`src/rtl/irq_seq_pkg.sv`:
```
package irq_seq_pkg;
  localparam int NCLS    = 3;
  localparam int CLS_MI  = 0;
  localparam int CLS_SWI = 1;
  localparam int CLS_NMI = 2;

  typedef enum logic [2:0] {
    ST_IDLE,
    ST_SAVE_PC,
    ST_SAVE_CSR,
    ST_SAVE_PSW,
    ST_FLAGS,
    ST_LOAD
  } seq_st_e;
endpackage

```
`src/rtl/irq_arbiter.sv`:
```
module irq_arbiter
  import irq_seq_pkg::*;
#(
  parameter int IDX_W = 6
) (
  input  logic                            clk_i,
  input  logic                            rst_ni,
  input  logic                            idle_i,
  input  logic                            mie_i,
  input  logic [NCLS-1:0]                 req_i,
  input  logic [NCLS-1:0][IDX_W-1:0]      idx_i,
  output logic [NCLS-1:0]                 gnt_o,
  output logic [IDX_W-1:0]                gnt_idx_o
);
  logic [NCLS-1:0]            pend_q;
  logic [NCLS-1:0]            live;
  logic [NCLS-1:0]            elig;
  logic [NCLS-1:0][IDX_W-1:0] pidx_q;
  logic [NCLS-1:0][IDX_W-1:0] idx_eff;

  for (genvar k = 0; k < NCLS; k++) begin : g_cls
    // pulses only count while idle; held ones persist through busy
    assign live[k]    = pend_q[k] | (req_i[k] & idle_i);
    assign idx_eff[k] = pend_q[k] ? pidx_q[k] : idx_i[k];

    always_ff @(posedge clk_i or negedge rst_ni) begin
      if (!rst_ni) begin
        pend_q[k] <= 1'b0;
        pidx_q[k] <= '0;
      end else begin
        pend_q[k] <= live[k] & ~gnt_o[k];
        if (live[k] && !pend_q[k]) pidx_q[k] <= idx_i[k];
      end
    end
  end

  always_comb begin
    elig         = live;
    elig[CLS_MI] = live[CLS_MI] & mie_i;
  end

  always_comb begin
    gnt_o = '0;
    if (idle_i) begin
      for (int k = NCLS - 1; k >= 0; k--) begin
        if (elig[k] && gnt_o == '0) gnt_o[k] = 1'b1;
      end
    end
  end

  always_comb begin
    gnt_idx_o = '0;
    for (int k = 0; k < NCLS; k++) begin
      if (gnt_o[k]) gnt_idx_o = gnt_idx_o | idx_eff[k];
    end
  end

  AST_GNT_ONEHOT: assert property (@(posedge clk_i) disable iff (!rst_ni)
    $onehot0(gnt_o)) else $error("grant not onehot");
  AST_MI_NEEDS_MIE: assert property (@(posedge clk_i) disable iff (!rst_ni)
    gnt_o[CLS_MI] |-> mie_i) else $error("masked grant");
  AST_NO_GNT_BUSY: assert property (@(posedge clk_i) disable iff (!rst_ni)
    !idle_i |-> gnt_o == '0) else $error("grant while busy");
endmodule

```
`src/rtl/irq_vec_table.sv`:
```
module irq_vec_table #(
  parameter int PC_W     = 16,
  parameter int VEC_N    = 64,
  parameter int BASE     = 'h100,
  parameter int STRIDE   = 4,
  localparam int IDX_W   = $clog2(VEC_N)
) (
  input  logic             clk_i,
  input  logic             rst_ni,
  input  logic             we_i,
  input  logic [IDX_W-1:0] widx_i,
  input  logic [PC_W-1:0]  wdata_i,
  input  logic [IDX_W-1:0] ridx_i,
  output logic [PC_W-1:0]  raddr_o
);
  logic [PC_W-1:0] tbl_q [VEC_N];

  for (genvar k = 0; k < VEC_N; k++) begin : g_ent
    always_ff @(posedge clk_i or negedge rst_ni) begin
      if (!rst_ni)                                 tbl_q[k] <= PC_W'(BASE + k * STRIDE);
      else if (we_i && widx_i == IDX_W'(k))        tbl_q[k] <= wdata_i;
    end
  end

  // handler addresses are word aligned
  assign raddr_o = tbl_q[ridx_i] & ~PC_W'(1);

  AST_VEC_EVEN: assert property (@(posedge clk_i) disable iff (!rst_ni)
    !raddr_o[0]) else $error("odd vector");
endmodule

```
`src/rtl/irq_ctx_bank.sv`:
```
module irq_ctx_bank #(
  parameter int PC_W  = 16,
  parameter int CSR_W = 8,
  parameter int PSW_W = 8
) (
  input  logic             clk_i,
  input  logic             rst_ni,
  input  logic             we_pc_i,
  input  logic             we_csr_i,
  input  logic             we_psw_i,
  input  logic [PC_W-1:0]  pc_d_i,
  input  logic [CSR_W-1:0] csr_d_i,
  input  logic [PSW_W-1:0] psw_d_i,
  output logic [PC_W-1:0]  elr_o,
  output logic [CSR_W-1:0] ecsr_o,
  output logic [PSW_W-1:0] epsw_o
);
  always_ff @(posedge clk_i or negedge rst_ni) begin
    if (!rst_ni) begin
      elr_o  <= '0;
      ecsr_o <= '0;
      epsw_o <= '0;
    end else begin
      if (we_pc_i)  elr_o  <= pc_d_i;
      if (we_csr_i) ecsr_o <= csr_d_i;
      if (we_psw_i) epsw_o <= psw_d_i;
    end
  end

  AST_CSR_AFTER_PC: assert property (@(posedge clk_i) disable iff (!rst_ni)
    we_csr_i |-> $past(we_pc_i)) else $error("csr save out of order");
  AST_PSW_AFTER_CSR: assert property (@(posedge clk_i) disable iff (!rst_ni)
    we_psw_i |-> $past(we_csr_i)) else $error("psw save out of order");
  AST_ONE_WRITE: assert property (@(posedge clk_i) disable iff (!rst_ni)
    $onehot0({we_pc_i, we_csr_i, we_psw_i})) else $error("overlapping saves");
endmodule

```
`src/rtl/irq_entry_seq.sv`:
```
module irq_entry_seq
  import irq_seq_pkg::*;
#(
  parameter int PC_W       = 16,
  parameter int CSR_W      = 8,
  parameter int PSW_W      = 8,
  parameter int VEC_N      = 64,
  parameter int VEC_BASE   = 'h100,
  parameter int VEC_STRIDE = 4,
  parameter int MIE_BIT    = 3,
  parameter int ELV_LSB    = 0,
  parameter int ELV_W      = 2,
  localparam int IDX_W     = $clog2(VEC_N)
) (
  input  logic             clk_i,
  input  logic             rst_ni,
  input  logic             mreq_i,
  input  logic [IDX_W-1:0] mreq_idx_i,
  input  logic             swi_i,
  input  logic [IDX_W-1:0] swi_idx_i,
  input  logic             nmi_i,
  input  logic [IDX_W-1:0] nmi_idx_i,
  input  logic [PC_W-1:0]  pc_i,
  input  logic [CSR_W-1:0] csr_i,
  input  logic [PSW_W-1:0] psw_i,
  input  logic             vec_we_i,
  input  logic [IDX_W-1:0] vec_widx_i,
  input  logic [PC_W-1:0]  vec_wdata_i,
  output logic             busy_o,
  output logic             psw_wr_o,
  output logic [PSW_W-1:0] psw_o,
  output logic             pc_wr_o,
  output logic [PC_W-1:0]  pc_o,
  output logic [PC_W-1:0]  elr1_o,
  output logic [CSR_W-1:0] ecsr1_o,
  output logic [PSW_W-1:0] epsw1_o,
  output logic [PC_W-1:0]  elr2_o,
  output logic [CSR_W-1:0] ecsr2_o,
  output logic [PSW_W-1:0] epsw2_o
);
  localparam int NBANK = 2;

  seq_st_e                    st_q, st_d;
  logic                       idle;
  logic [NCLS-1:0]            req;
  logic [NCLS-1:0][IDX_W-1:0] req_idx;
  logic [NCLS-1:0]            gnt;
  logic [IDX_W-1:0]           gnt_idx;
  logic                       is_nmi_q;
  logic [IDX_W-1:0]           idx_q;
  logic [PC_W-1:0]            snap_pc_q;
  logic [CSR_W-1:0]           snap_csr_q;
  logic [PSW_W-1:0]           snap_psw_q;
  logic [PC_W-1:0]            vec_addr;
  logic [PC_W-1:0]            elr_w  [NBANK];
  logic [CSR_W-1:0]           ecsr_w [NBANK];
  logic [PSW_W-1:0]           epsw_w [NBANK];

  assign idle = (st_q == ST_IDLE);

  always_comb begin
    req              = '0;
    req[CLS_MI]      = mreq_i;
    req[CLS_SWI]     = swi_i;
    req[CLS_NMI]     = nmi_i;
    req_idx          = '0;
    req_idx[CLS_MI]  = mreq_idx_i;
    req_idx[CLS_SWI] = swi_idx_i;
    req_idx[CLS_NMI] = nmi_idx_i;
  end

  irq_arbiter #(.IDX_W(IDX_W)) u_arb (
    .clk_i     (clk_i),
    .rst_ni    (rst_ni),
    .idle_i    (idle),
    .mie_i     (psw_i[MIE_BIT]),
    .req_i     (req),
    .idx_i     (req_idx),
    .gnt_o     (gnt),
    .gnt_idx_o (gnt_idx)
  );

  always_comb begin
    st_d = st_q;
    unique case (st_q)
      ST_IDLE:     if (gnt != '0) st_d = ST_SAVE_PC;
      ST_SAVE_PC:  st_d = ST_SAVE_CSR;
      ST_SAVE_CSR: st_d = ST_SAVE_PSW;
      ST_SAVE_PSW: st_d = ST_FLAGS;
      ST_FLAGS:    st_d = ST_LOAD;
      ST_LOAD:     st_d = ST_IDLE;
      default:     st_d = ST_IDLE;
    endcase
  end

  always_ff @(posedge clk_i or negedge rst_ni) begin
    if (!rst_ni) begin
      st_q       <= ST_IDLE;
      is_nmi_q   <= 1'b0;
      idx_q      <= '0;
      snap_pc_q  <= '0;
      snap_csr_q <= '0;
      snap_psw_q <= '0;
    end else begin
      st_q <= st_d;
      if (idle && gnt != '0) begin
        // snapshot keeps the pre-entry state for the staged saves
        is_nmi_q   <= gnt[CLS_NMI];
        idx_q      <= gnt_idx;
        snap_pc_q  <= pc_i;
        snap_csr_q <= csr_i;
        snap_psw_q <= psw_i;
      end
    end
  end

  for (genvar b = 0; b < NBANK; b++) begin : g_bank
    logic sel;
    assign sel = ((b == 1) == is_nmi_q);
    irq_ctx_bank #(.PC_W(PC_W), .CSR_W(CSR_W), .PSW_W(PSW_W)) u_bank (
      .clk_i    (clk_i),
      .rst_ni   (rst_ni),
      .we_pc_i  (sel && st_q == ST_SAVE_PC),
      .we_csr_i (sel && st_q == ST_SAVE_CSR),
      .we_psw_i (sel && st_q == ST_SAVE_PSW),
      .pc_d_i   (snap_pc_q),
      .csr_d_i  (snap_csr_q),
      .psw_d_i  (snap_psw_q),
      .elr_o    (elr_w[b]),
      .ecsr_o   (ecsr_w[b]),
      .epsw_o   (epsw_w[b])
    );
  end

  irq_vec_table #(
    .PC_W   (PC_W),
    .VEC_N  (VEC_N),
    .BASE   (VEC_BASE),
    .STRIDE (VEC_STRIDE)
  ) u_vec (
    .clk_i   (clk_i),
    .rst_ni  (rst_ni),
    .we_i    (vec_we_i),
    .widx_i  (vec_widx_i),
    .wdata_i (vec_wdata_i),
    .ridx_i  (idx_q),
    .raddr_o (vec_addr)
  );

  always_comb begin
    psw_o = snap_psw_q;
    if (is_nmi_q) begin
      psw_o[ELV_LSB +: ELV_W] = ELV_W'(2);
    end else begin
      psw_o[MIE_BIT]          = 1'b0;
      psw_o[ELV_LSB +: ELV_W] = ELV_W'(1);
    end
  end

  assign busy_o   = !idle;
  assign psw_wr_o = (st_q == ST_FLAGS);
  assign pc_wr_o  = (st_q == ST_LOAD);
  assign pc_o     = vec_addr;
  assign elr1_o   = elr_w[0];
  assign ecsr1_o  = ecsr_w[0];
  assign epsw1_o  = epsw_w[0];
  assign elr2_o   = elr_w[1];
  assign ecsr2_o  = ecsr_w[1];
  assign epsw2_o  = epsw_w[1];

  AST_LOAD_AFTER_FLAGS: assert property (@(posedge clk_i) disable iff (!rst_ni)
    pc_wr_o |-> $past(psw_wr_o)) else $error("pc load out of order");
  AST_NO_WR_IDLE: assert property (@(posedge clk_i) disable iff (!rst_ni)
    !busy_o |-> !pc_wr_o && !psw_wr_o) else $error("strobe while idle");
  AST_BUSY_ENDS: assert property (@(posedge clk_i) disable iff (!rst_ni)
    pc_wr_o |=> !busy_o) else $error("busy overran load");
  AST_MASKED_CLEARS_MIE: assert property (@(posedge clk_i) disable iff (!rst_ni)
    psw_wr_o && psw_o[ELV_LSB +: ELV_W] == ELV_W'(1) |-> !psw_o[MIE_BIT])
    else $error("enable left set");
  AST_NMI_KEEPS_MIE: assert property (@(posedge clk_i) disable iff (!rst_ni)
    psw_wr_o && psw_o[ELV_LSB +: ELV_W] == ELV_W'(2) |-> psw_o[MIE_BIT] == psw_i[MIE_BIT])
    else $error("nmi touched enable");
  AST_PC_EVEN: assert property (@(posedge clk_i) disable iff (!rst_ni)
    pc_wr_o |-> !pc_o[0]) else $error("odd handler address");
endmodule

```
`config.mk`:
```
export PLATFORM = sky130hd
export DESIGN_NAME = irq_entry_seq
export DESIGN_NICKNAME = d
export VERILOG_FILES = /design/src/rtl/irq_seq_pkg.sv /design/src/rtl/irq_arbiter.sv /design/src/rtl/irq_vec_table.sv /design/src/rtl/irq_ctx_bank.sv /design/src/rtl/irq_entry_seq.sv
export SDC_FILE = /design/constraint.sdc
export NUM_CORES = 1
export LEC_CHECK = 0
export BUFFER_PORTS_ARGS = -buffer_cell sky130_fd_sc_hd__buf_2
export CAP_MARGIN = 0
export CORE_AREA = 10 10 427 325
export DETAILED_ROUTE_END_ITERATION = 7
export DIE_AREA = 0 0 437 335
export SLEW_MARGIN = 15
export SYNTH_ARGS = -nofsm -noshare
export SYNTH_HDL_FRONTEND = slang
export SYNTH_SLANG_ARGS = --single-unit
```
`constraint.sdc`:
```
create_clock -name clk_i -period 2.5 [get_ports clk_i]
set_clock_uncertainty 0.15 [all_clocks]
set_input_delay 0.5 -clock clk_i [delete_from_list [all_inputs] [get_ports clk_i]]
set_output_delay 0.5 -clock clk_i [all_outputs]
set_load 0.03 [all_outputs]
```
## After elaboration in Yosys (flattened, before gate mapping)

Index checks and enable logic that the tools add are counted.

| cells by class | value |
|---|---|
| $lt $le $gt $ge | 1 |
| eq/ne operators | 69 |
| multiplexer cells | 19 |
| bitwise logic cells | 18 |
| reductions and logical operators | 84 |

Operator list:

| kind | number |
|---|---|
| 6-bit equality test, second input constant | 32 |
| 16-bit binary-select mux with 6-bit select | 1 |
| 6-bit by 5-bit equality test with 1-bit output, second input constant | 16 |
| 1-bit logical AND | 76 |
| 6-bit by 4-bit equality test with 1-bit output, second input constant | 8 |
| 6-bit two-way mux | 6 |
| 16-bit two-way mux | 2 |
| 6-bit by 3-bit equality test with 1-bit output, second input constant | 4 |
| 3-bit case mux with 5 select lines | 1 |
| 6-bit by 2-bit equality test with 1-bit output, second input constant | 2 |
| 6-bit bitwise OR | 2 |
| 1-bit bitwise AND | 7 |
| 7-bit >= comparator, second input constant | 1 |
| 6-bit inverter with 7-bit output | 1 |
| 3-bit by 2-bit equality test with 1-bit output, second input constant | 2 |
| 3-bit equality test, second input constant | 2 |
| 6-bit by 1-bit equality test with 1-bit output, second input constant | 1 |
| 6-bit zero test | 1 |
| 1-bit two-way mux | 6 |
| 3-bit two-way mux | 2 |
| 1-bit inverter | 5 |
| 1-bit zero test | 4 |
| 3-bit by 1-bit equality test with 1-bit output, second input constant | 1 |
| 3-bit zero test | 1 |
| other kinds (5) | 7 |

| storage, ports and cells | value |
|---|---|
| bits in registers | 1,151 |
| bits of input ports | 78 |
| output and inout bits | 91 |

## Depth between registers and ports, before layout

Gate-level depths: netlist (run 1).

| logic depth | value |
|---|---|
| word-level depth | 18 |
| depth in mapped cells | 10 |
| gate-level depth less buffers | 6 |

## Cells and area by module

A second synthesis (run 1) with hierarchy kept.

| second synthesis, totals | value |
|---|---|
| cells, all modules | 3,122 |
| area total of the unflattened synthesis | 49,339.8 µm² |

Modules (own cells, without submodules):

| module | times used | cells an instance | area each (µm²) |
|---|---|---|---|
| irq_vec_table | 1 | 2,774 | 43,910.9 |
| irq_ctx_bank | 2 | 68 | 1,239.9 |
| irq_entry_seq | 1 | 117 | 1,747.9 |
| irq_arbiter | 1 | 95 | 1,201.2 |

## Worst setup path before layout (run 1)

OpenSTA, ideal clock, no wires.

| path | value |
|---|---|
| kind | register to output |
| start point | reg idx_q[1] |
| end point | out pc_o[12] |
| arrival | 2,641 ps |
| data required time | 1,850 ps |
| path slack | -791 ps |
| stages on the path, launching flop included | 8 |
| buffers on the path | 4 |
| path through | dfrtp_1 buf_4 buf_4 buf_2 clkbuf_1 mux4_2 o21ai_0 o311ai_0 |

| on the way | value |
|---|---|
| word-level cells in the longest chain between the ends | 4 |

RTL lines:

| what | line | source |
|---|---|---|
| start, declared | irq_entry_seq.sv:50 | `logic [IDX_W-1:0] idx_q;` |
| start signal, assigned | irq_entry_seq.sv:109 | `idx_q <= gnt_idx;` |
| 6-bit inverter with 7-bit output (implied by the code) | irq_vec_table.sv:26 | `assign raddr_o = tbl_q[ridx_i] & ~PC_W'(1);` |
| 16-bit binary-select mux with 6-bit select | irq_vec_table.sv:26 |  |
| 16-bit two-way mux (implied by the code) (2 in series) | irq_vec_table.sv:26 |  |
| end, declared | irq_entry_seq.sv:33 | `output logic [PC_W-1:0] pc_o,` |

Every way passes these cells. The select of a mux whose other input is x is not followed.

## Worst setup path in the final report (run 1)

| path | value |
|---|---|
| start point | reg idx_q[0] |
| end point | out pc_o[5] |

Same word-level chain as after synthesis.

==> results of run 1 <==
## placed cells by master (no fill, tap or decap), drive strengths merged, types with 9 or more instances in the layout
| cell type | count |
|---|---|
| a22oi | 13 |
| nor2b | 16 |
| a21oi | 15 |
| or2 | 20 |
| dfrtp | 831 |
| a32o | 13 |
| nand2b | 9 |
| mux2i | 53 |
| mux4 | 240 |
| buf | 499 |
| dfstp | 256 |
| nand3 | 14 |
| nor2 | 39 |
| clkinv | 23 |
| nor4 | 14 |
| a41o | 13 |
| a211oi | 15 |
| nand2 | 221 |
| bufinv | 10 |
| mux2 | 1050 |
| o21ai | 21 |
| o22ai | 25 |
| dlygate4sd3 | 54 |
| nor3 | 16 |
| clkbuf | 173 |
## per-layer routing
| metal | track usage | vias to the layer above | routed length [um] |
|---|---|---|---|
| li1 | - | 12619 | - |
| met1 | 0.2798 | 16043 | 66960 |
| met2 | 0.2788 | 695 | 61050 |
| met3 | 0.03937 | 176 | 7678 |
| met4 | 0.04772 | 4 | 3091 |
| met5 | 0 | - | 28 |
## kinds of logic (layout without fill, tap and decap cells)
family	Yosys count	after routing
compound gates	123	123
buf+inv	292	772
flops	1087	1087
mux	1343	1343
other cells	1	8
simple gates	369	369
## per-stage QoR
stage	total power (W)	setup TNS, ns	area (sq um)
5_1_grt	0.06693	-23.26	59790
3_3_place_gp	0.04502	-13.01	54700
4_1_cts	0.06415	-23.42	59560
2_1_floorplan	0.03612	-3.875	49240
6_report	0.06393	-21.87	59790
3_5_place_dp	0.04526	-13.05	54700
## path summary, 6_finish.rpt
path / start / to / depth (start not counted) / slack (ns)
setup / recovery: idx_q[0] / pc_o[5] / 7 / -1.52
hold / removal: nmi_i / g_bank[1].sel / 4 / 0.11
setup reg to reg: st_q[0] / idx_q[4] / 7 / 0.18
hold reg to reg: snap_pc_q[13] / snap_pc_q[13] / 2 / 0.33
max in group asynchronous: rst_ni / u_vec.tbl_q[258] / 4 / 1.12
min in group asynchronous: rst_ni / u_vec.tbl_q[547] / 2 / 0.13
## what timing repair did
| item | CTS | global route |
|---|---|---|
| cloned | 5 | 0 |
| hold endpoints to repair | 290 | 0 |
| endpoints found under the setup margin | 17 | 17 |
| buffers inserted | 3 | 6 |
| resized for setup | 81 | 49 |
| pin swaps | 13 | 18 |
| hold buffers | 54 | 0 |
## power by group through the flow
stage,clock (W),combinational [W],sequential (W)
3_3_place_gp,0,0.0220,0.0230
2_1_floorplan,0,0.0128,0.0233
3_5_place_dp,0,0.0222,0.0231
5_1_grt,0.0185,0.0252,0.0232
4_1_cts,0.0178,0.0235,0.0228
6_report,0.0174,0.0237,0.0229
## area by class of cell
class | count | area, sq um
antenna | 7 | 17.52
clock buffer | 171 | 3253
clock inverter | 39 | 576.8
fill | 11497 | 70570
inverter | 4 | 15.01
multi-input combinational | 1836 | 20690
sequential | 1087 | 27540
tap | 1755 | 2196
timing repair buffer | 558 | 5510
## worst max-delay path: cells and delay by family (launching register included)
family	cells	cell delay [ns]
and+or+nand+nor	1	0.25
muxes	2	1.05
buffers and inverters	3	0.51
AOI/OAI and AO/OA	1	0.31
DFF	1	0.50
## cell usage after synthesis (9+ instances only)
| master | count |
|---|---|
| dfrtp_1 | 831 |
| nand2_1 | 221 |
| a21oi_1 | 15 |
| nor2_1 | 39 |
| clkbuf_1 | 190 |
| buf_2 | 41 |
| nor3_1 | 15 |
| nor4_1 | 14 |
| a211oi_1 | 15 |
| nand3_1 | 14 |
| a32o_1 | 13 |
| a41o_1 | 13 |
| nor2b_1 | 16 |
| mux4_2 | 240 |
| buf_1 | 21 |
| dfstp_2 | 256 |
| mux2i_1 | 53 |
| buf_4 | 28 |
| a22oi_1 | 13 |
| o22ai_1 | 25 |
| nand2b_1 | 9 |
| or2_0 | 13 |
| o21ai_0 | 20 |
| mux2_2 | 1044 |
## flip-flops by register name, summed over array words and instances (netlist names), 6 cells and up
name and count:
snap_csr_q 8, idx_q 6, g_bank.u_bank.ecsr_o 16, g_bank.u_bank.epsw_o 16, snap_pc_q 16, snap_psw_q 8, u_vec.tbl_q 960, u_arb.pidx_q 18
g_bank.u_bank.elr_o 32
==> reports/qor.yml, run 1 <==
seq_power_share: 0.358
synth_simple_gate_area_share: 0.03368
clkPwrFrac: 0.272
crit_type: "register to output port"
synthesis.nets: 3293
clock_sinks: 1087
synth_top_area_cell: "dfrtp_1"
grt_usage: 0.1883
cts_buffers: 110
num_rows: 115
cts_max_path_buffers: 3
vias: 29537
grt_max_degree: 91
layout-drive-gt1-share: 0.6235
critPathRequiredTime_ns: 1.85
place_congestion: 0.8065
status: "complete, but fails checks"
crit_path_max_incr_delay_ns: 0.53
cts_tree: "done"
p_switching_w: 0.02126
synth_compound_area_frac: 0.01813
crit_chain: "buf_12, buf_16, mux4_2, mux4_2, or2_1, a41o_2, buf_6"
hold_viol: 0
p_per_area_nw_per_um2: 1069
dieWidth_um: 437
yosys.area_share.adder: 0
avgViaCountPerCell: 5.413
drc: 0
numPortBuffers: 166
violations: "negative setup slack"
first_pass_iters: 5
setup_violations: 15
clock_latency_ns: 0.74
wl_per_cell_um: 25.44
synth.area.mux_share: 0.3614
synth_top_area_frac: 0.4231
cp_max_fo: 8
ys_ff_latch: 1087
max-vdd-ir-drop_mv: 0.5738
ys_top_cells_by_area: "dfrtp_1, mux2_2, dfstp_2, mux4_2, nand2_1"
core_area_sq_um: 130400
ys.flop_type: "dfrtp_1"
synth_edf_count: 0
crit_arrival_ns: 3.37
ant_nets: 0
htree_levels: 3
synth_top_family_by_area: "multiplexers"
slowest_stage: "mux4_2"
async_reset_ff_frac: 1.000
grt_pass1_vias: 30970
combPwrFrac: 0.370
intPower_w: 0.04267
place_inst: 5173
ios: 169
finalNonFillerCells: 5457
rsz0062_at_grt: "true"
start_kind: "register"
synth.avg_cell_area_sq_um: 15.29
hold_path_class: "primary input to register"
dp.final_hpwl_um: 89610
dieArea_sq_um: 146400
yosysWarnings: 0
grt_antenna_before_repair: 14
postSynthCellCount: 3215
start_util: 0.3770
swShare: 0.3325
yosysSeqAreaShare: 0.5600
synthXorXnorAreaFrac: 0
die_h_um: 335
slew_headroom: 0.3174
fmax_ghz: 0.2488
worst_pin_slew_ns: 1.024
drv_slew: 0
setup_slack_ns: -1.519
cts.clk_slew.worst_paths_ns: 0.06
path_common_cell: "mux4_2"
leakagePower_nw: 26.93
yosys.cell_types.count: 48
post-place-ws_ns: -1.121
root_buffer: "clkbuf_16"
finalCritPeriodShare: 1.608
finalCriticalPeriod_ns: 4.019
worst_hold_slack_ns: 0.1110
area_growth_pct: 21.67
grt_pass1_wl_um: 210800
maxCapViolations: 0
mappedNetlistArea_sq_um: 49140
drt_iter0_markers: 2185
fin_util: 0.4587
nets: 3675
cp-end-kind: "output port"
wirelength_um: 138800
grt-ovfl-total: 0
Note: power is estimated with default switching activity, not from simulation.
==> run 2, diff against run 1 <==
Settings changed: BUFFER_PORTS_ARGS -buffer_cell sky130_fd_sc_hd__buf_2 to unset, DONT_BUFFER_PORTS set to 1.
==> reports/qor.yml, run 2 (synthesized netlist as in run 1, its figures left out) <==
cp_max_fo: 7  # -1
grt_use_met2: 0.2638  # -0.01499
hold_viol: 0  # unchanged
start_kind: "register"
reg2reg_depth: 7  # unchanged
nets: 3459  # -5.9%
grt_pass1_vias: 29433  # -5.0%
grt-ovfl-total: 0  # unchanged
crit_arrival_ns: 3.35  # -0.02 ns
first_pass_iters: 5  # unchanged
finalPower_w: 0.06300  # -1.4%
slowest_stage: "mux4_2"
setup_violations: 526  # +511
dieArea_sq_um: 146400  # unchanged
violations: "negative setup slack"
r2r_slack_ns: 0.26  # +0.08 ns
leakagePower_nw: 26.01  # -3.4%
grtUsageMet1: 0.2650  # -0.01478
crit_type: "register to output port"
drt_iter0_markers: 1944  # -11%
worst_pin_slew_ns: 1.230  # +0.2055 ns
avgViaCountPerCell: 5.442  # +0.55%
setup_slack_ns: -1.497  # +0.02223 ns
post-place-ws_ns: -1.428  # -0.3075 ns
vias: 28485  # -3.6%
cp-end-kind: "output port"
hold-path-endpoint: "u_vec.tbl_q[12]"
wirelength_um: 133800  # -3.6%
root_buffer: "clkbuf_16"
finalCritPeriodShare: 1.599  # -0.008892
ios: 169  # unchanged
area_growth_pct: 19.41
layout_commonest_cell: "mux2_2"
cts_max_path_buffers: 3  # unchanged
htree_levels: 3  # unchanged
maxCapViolations: 0  # unchanged
fillers: 11484  # -0.11%
cts_buffers: 108  # -1.8%
grt_busiest_layer: "met1"
rsz0062_at_grt: "true"
slew_headroom: 0.1786  # -0.1388
crit_chain: "buf_12, buf_12, buf_12, mux4_2, mux4_2, or2_1, a41o_4, buf_12"
place_congestion: 0.7951  # -1.4%
cts.clk_slew.worst_paths_ns: 0.06  # about the same
r2r_start: "st_q[0]"
largest_reg_flops: 960  # unchanged
clock_latency_ns: 0.74  # about the same
max-vdd-ir-drop_mv: 0.7179  # +25%
critical_path_buf_inv_count: 4  # +1
core_area_sq_um: 130400  # unchanged
r2r-end: "snap_pc_q[14]"
critPathRequiredTime_ns: 1.85  # about the same
grt_pass1_wl_um: 198300  # -5.9%
grt_max_degree: 229  # +150%
start_util: 0.3770  # unchanged
path_common_cell: "buf_12"
finalCriticalPeriod_ns: 3.997  # -0.02223 ns
crit_path_max_incr_delay_ns: 0.55  # +0.02 ns
layout-drive-gt1-share: 0.6048  # -0.01871
drc: 0  # unchanged
dieWidth_um: 437  # unchanged
numPortBuffers: 0  # -100%
hold_path_class: "primary input to register"
hold_start: "vec_wdata_i[12]"
cts_tree: "done"
num_rows: 115  # unchanged
holdPathStages: 2  # -2
clock_sinks: 1087  # unchanged
grt_usage: 0.1775  # -0.01078
status: "complete, but fails checks"
dp.final_hpwl_um: 80290  # -10%
die_h_um: 335  # unchanged
ant_nets: 0  # unchanged
drv_slew: 0  # unchanged
reg_top3: "u_vec.tbl_q x960, g_bank.u_bank.elr_o x32, u_arb.pidx_q x18"
global_route.usage.met3: 0.03351  # -0.005855
grt_antenna_before_repair: 3  # -11
fmax_ghz: 0.2502  # +0.56%
top_register: "u_vec.tbl_q"
wl_per_cell_um: 25.56  # +0.47%
p_per_area_nw_per_um2: 1074  # +0.42%
path_delay_family: "multiplexers"
layout_common_cells: "mux2_2, dfrtp_1, dfstp_2, mux4_2, nand2_1"
-- run 2: changes by cell type in the layout (fill, tap and decap cells not counted), sizes merged --
cell	before	now
bufinv	10	9
diode	7	2
bufbuf	3	2
clkbuf	173	168
dlygate4sd3	54	56
clkinvlp	3	4
clkinv	23	33
buf	499	275
-- run 2: metrics by stage --
step	util	area, sq um	cells	hold slack, ns	TNS (ns)
floorplan	-	49240	3215	0.05441	-3.875
global placement	0.4040	52660	4913	0.05797	-505.81
detailed placement	0.4042	52690	4914	0.05803	-554.38
CTS	0.4458	58110	5205	0.003319	-384.59
global route	0.4501	58680	5233	0.07040	-388.50
finish	0.4501	58680	5234	0.05009	-178.13
-- run 2: repair_timing --
action / in CTS / in global routing
setup buffers: 8 / 18
hold buffers: 70 / 2
gates resized for setup: 88 / 43
endpoints found under the setup margin: 424 / 743
hold endpoints to repair: 1160 / 56
pin swaps: 16 / 19
gates cloned: 7 / 12
-- run 2: worst register-to-register path: stages (launching register included) --
cell and delay [ns]:
dfrtp_1 0.48, nor3_4 0.26, inv_2 0.06, or4_4 0.52, o211a_1 0.30, buf_12 0.19, nand2_1 0.12, nand2_1 0.06
-- run 2: area by class of cell --
cell class	count	area [sq um]	share of cell area
diodes	2	5.005	0.00008529
clock buffers	157	3127	0.05328
clock inverters	49	618.1	0.01053
inverters	4	15.01	0.0002559
multi-input cells	1836	20810	0.3546
flip-flops and latches	1087	27540	0.4693
well taps	1755	2196	0.03742
repair buffers	344	4372	0.07450
-- run 2: report_power, final --
group	leakage [nW]	internal [W]	switching, W
sequential	13.6	0.0211	0.00298
clock	1.84	0.00970	0.00733
combinational	10.6	0.0111	0.0109
-- run 2: metal layers --
layer,up-vias,share of wire
li1,12180,-
met1,15538,0.49
met2,604,0.44
met3,163,0.052
met4,0,0.023
met5,-,0
-- run 2: how the worst max path moves through the flow --
stage | startpoint | cells after the start | end
after global placement | rst_ni | 4 | u_vec.tbl_q[511]
after global routing | idx_q[0] | 8 | pc_o[4]
final | idx_q[0] | 8 | pc_o[4]
after detailed placement | rst_ni | 5 | u_vec.tbl_q[495]
after floorplan | idx_q[0] | 6 | pc_o[10]
after CTS | idx_q[0] | 8 | pc_o[2]
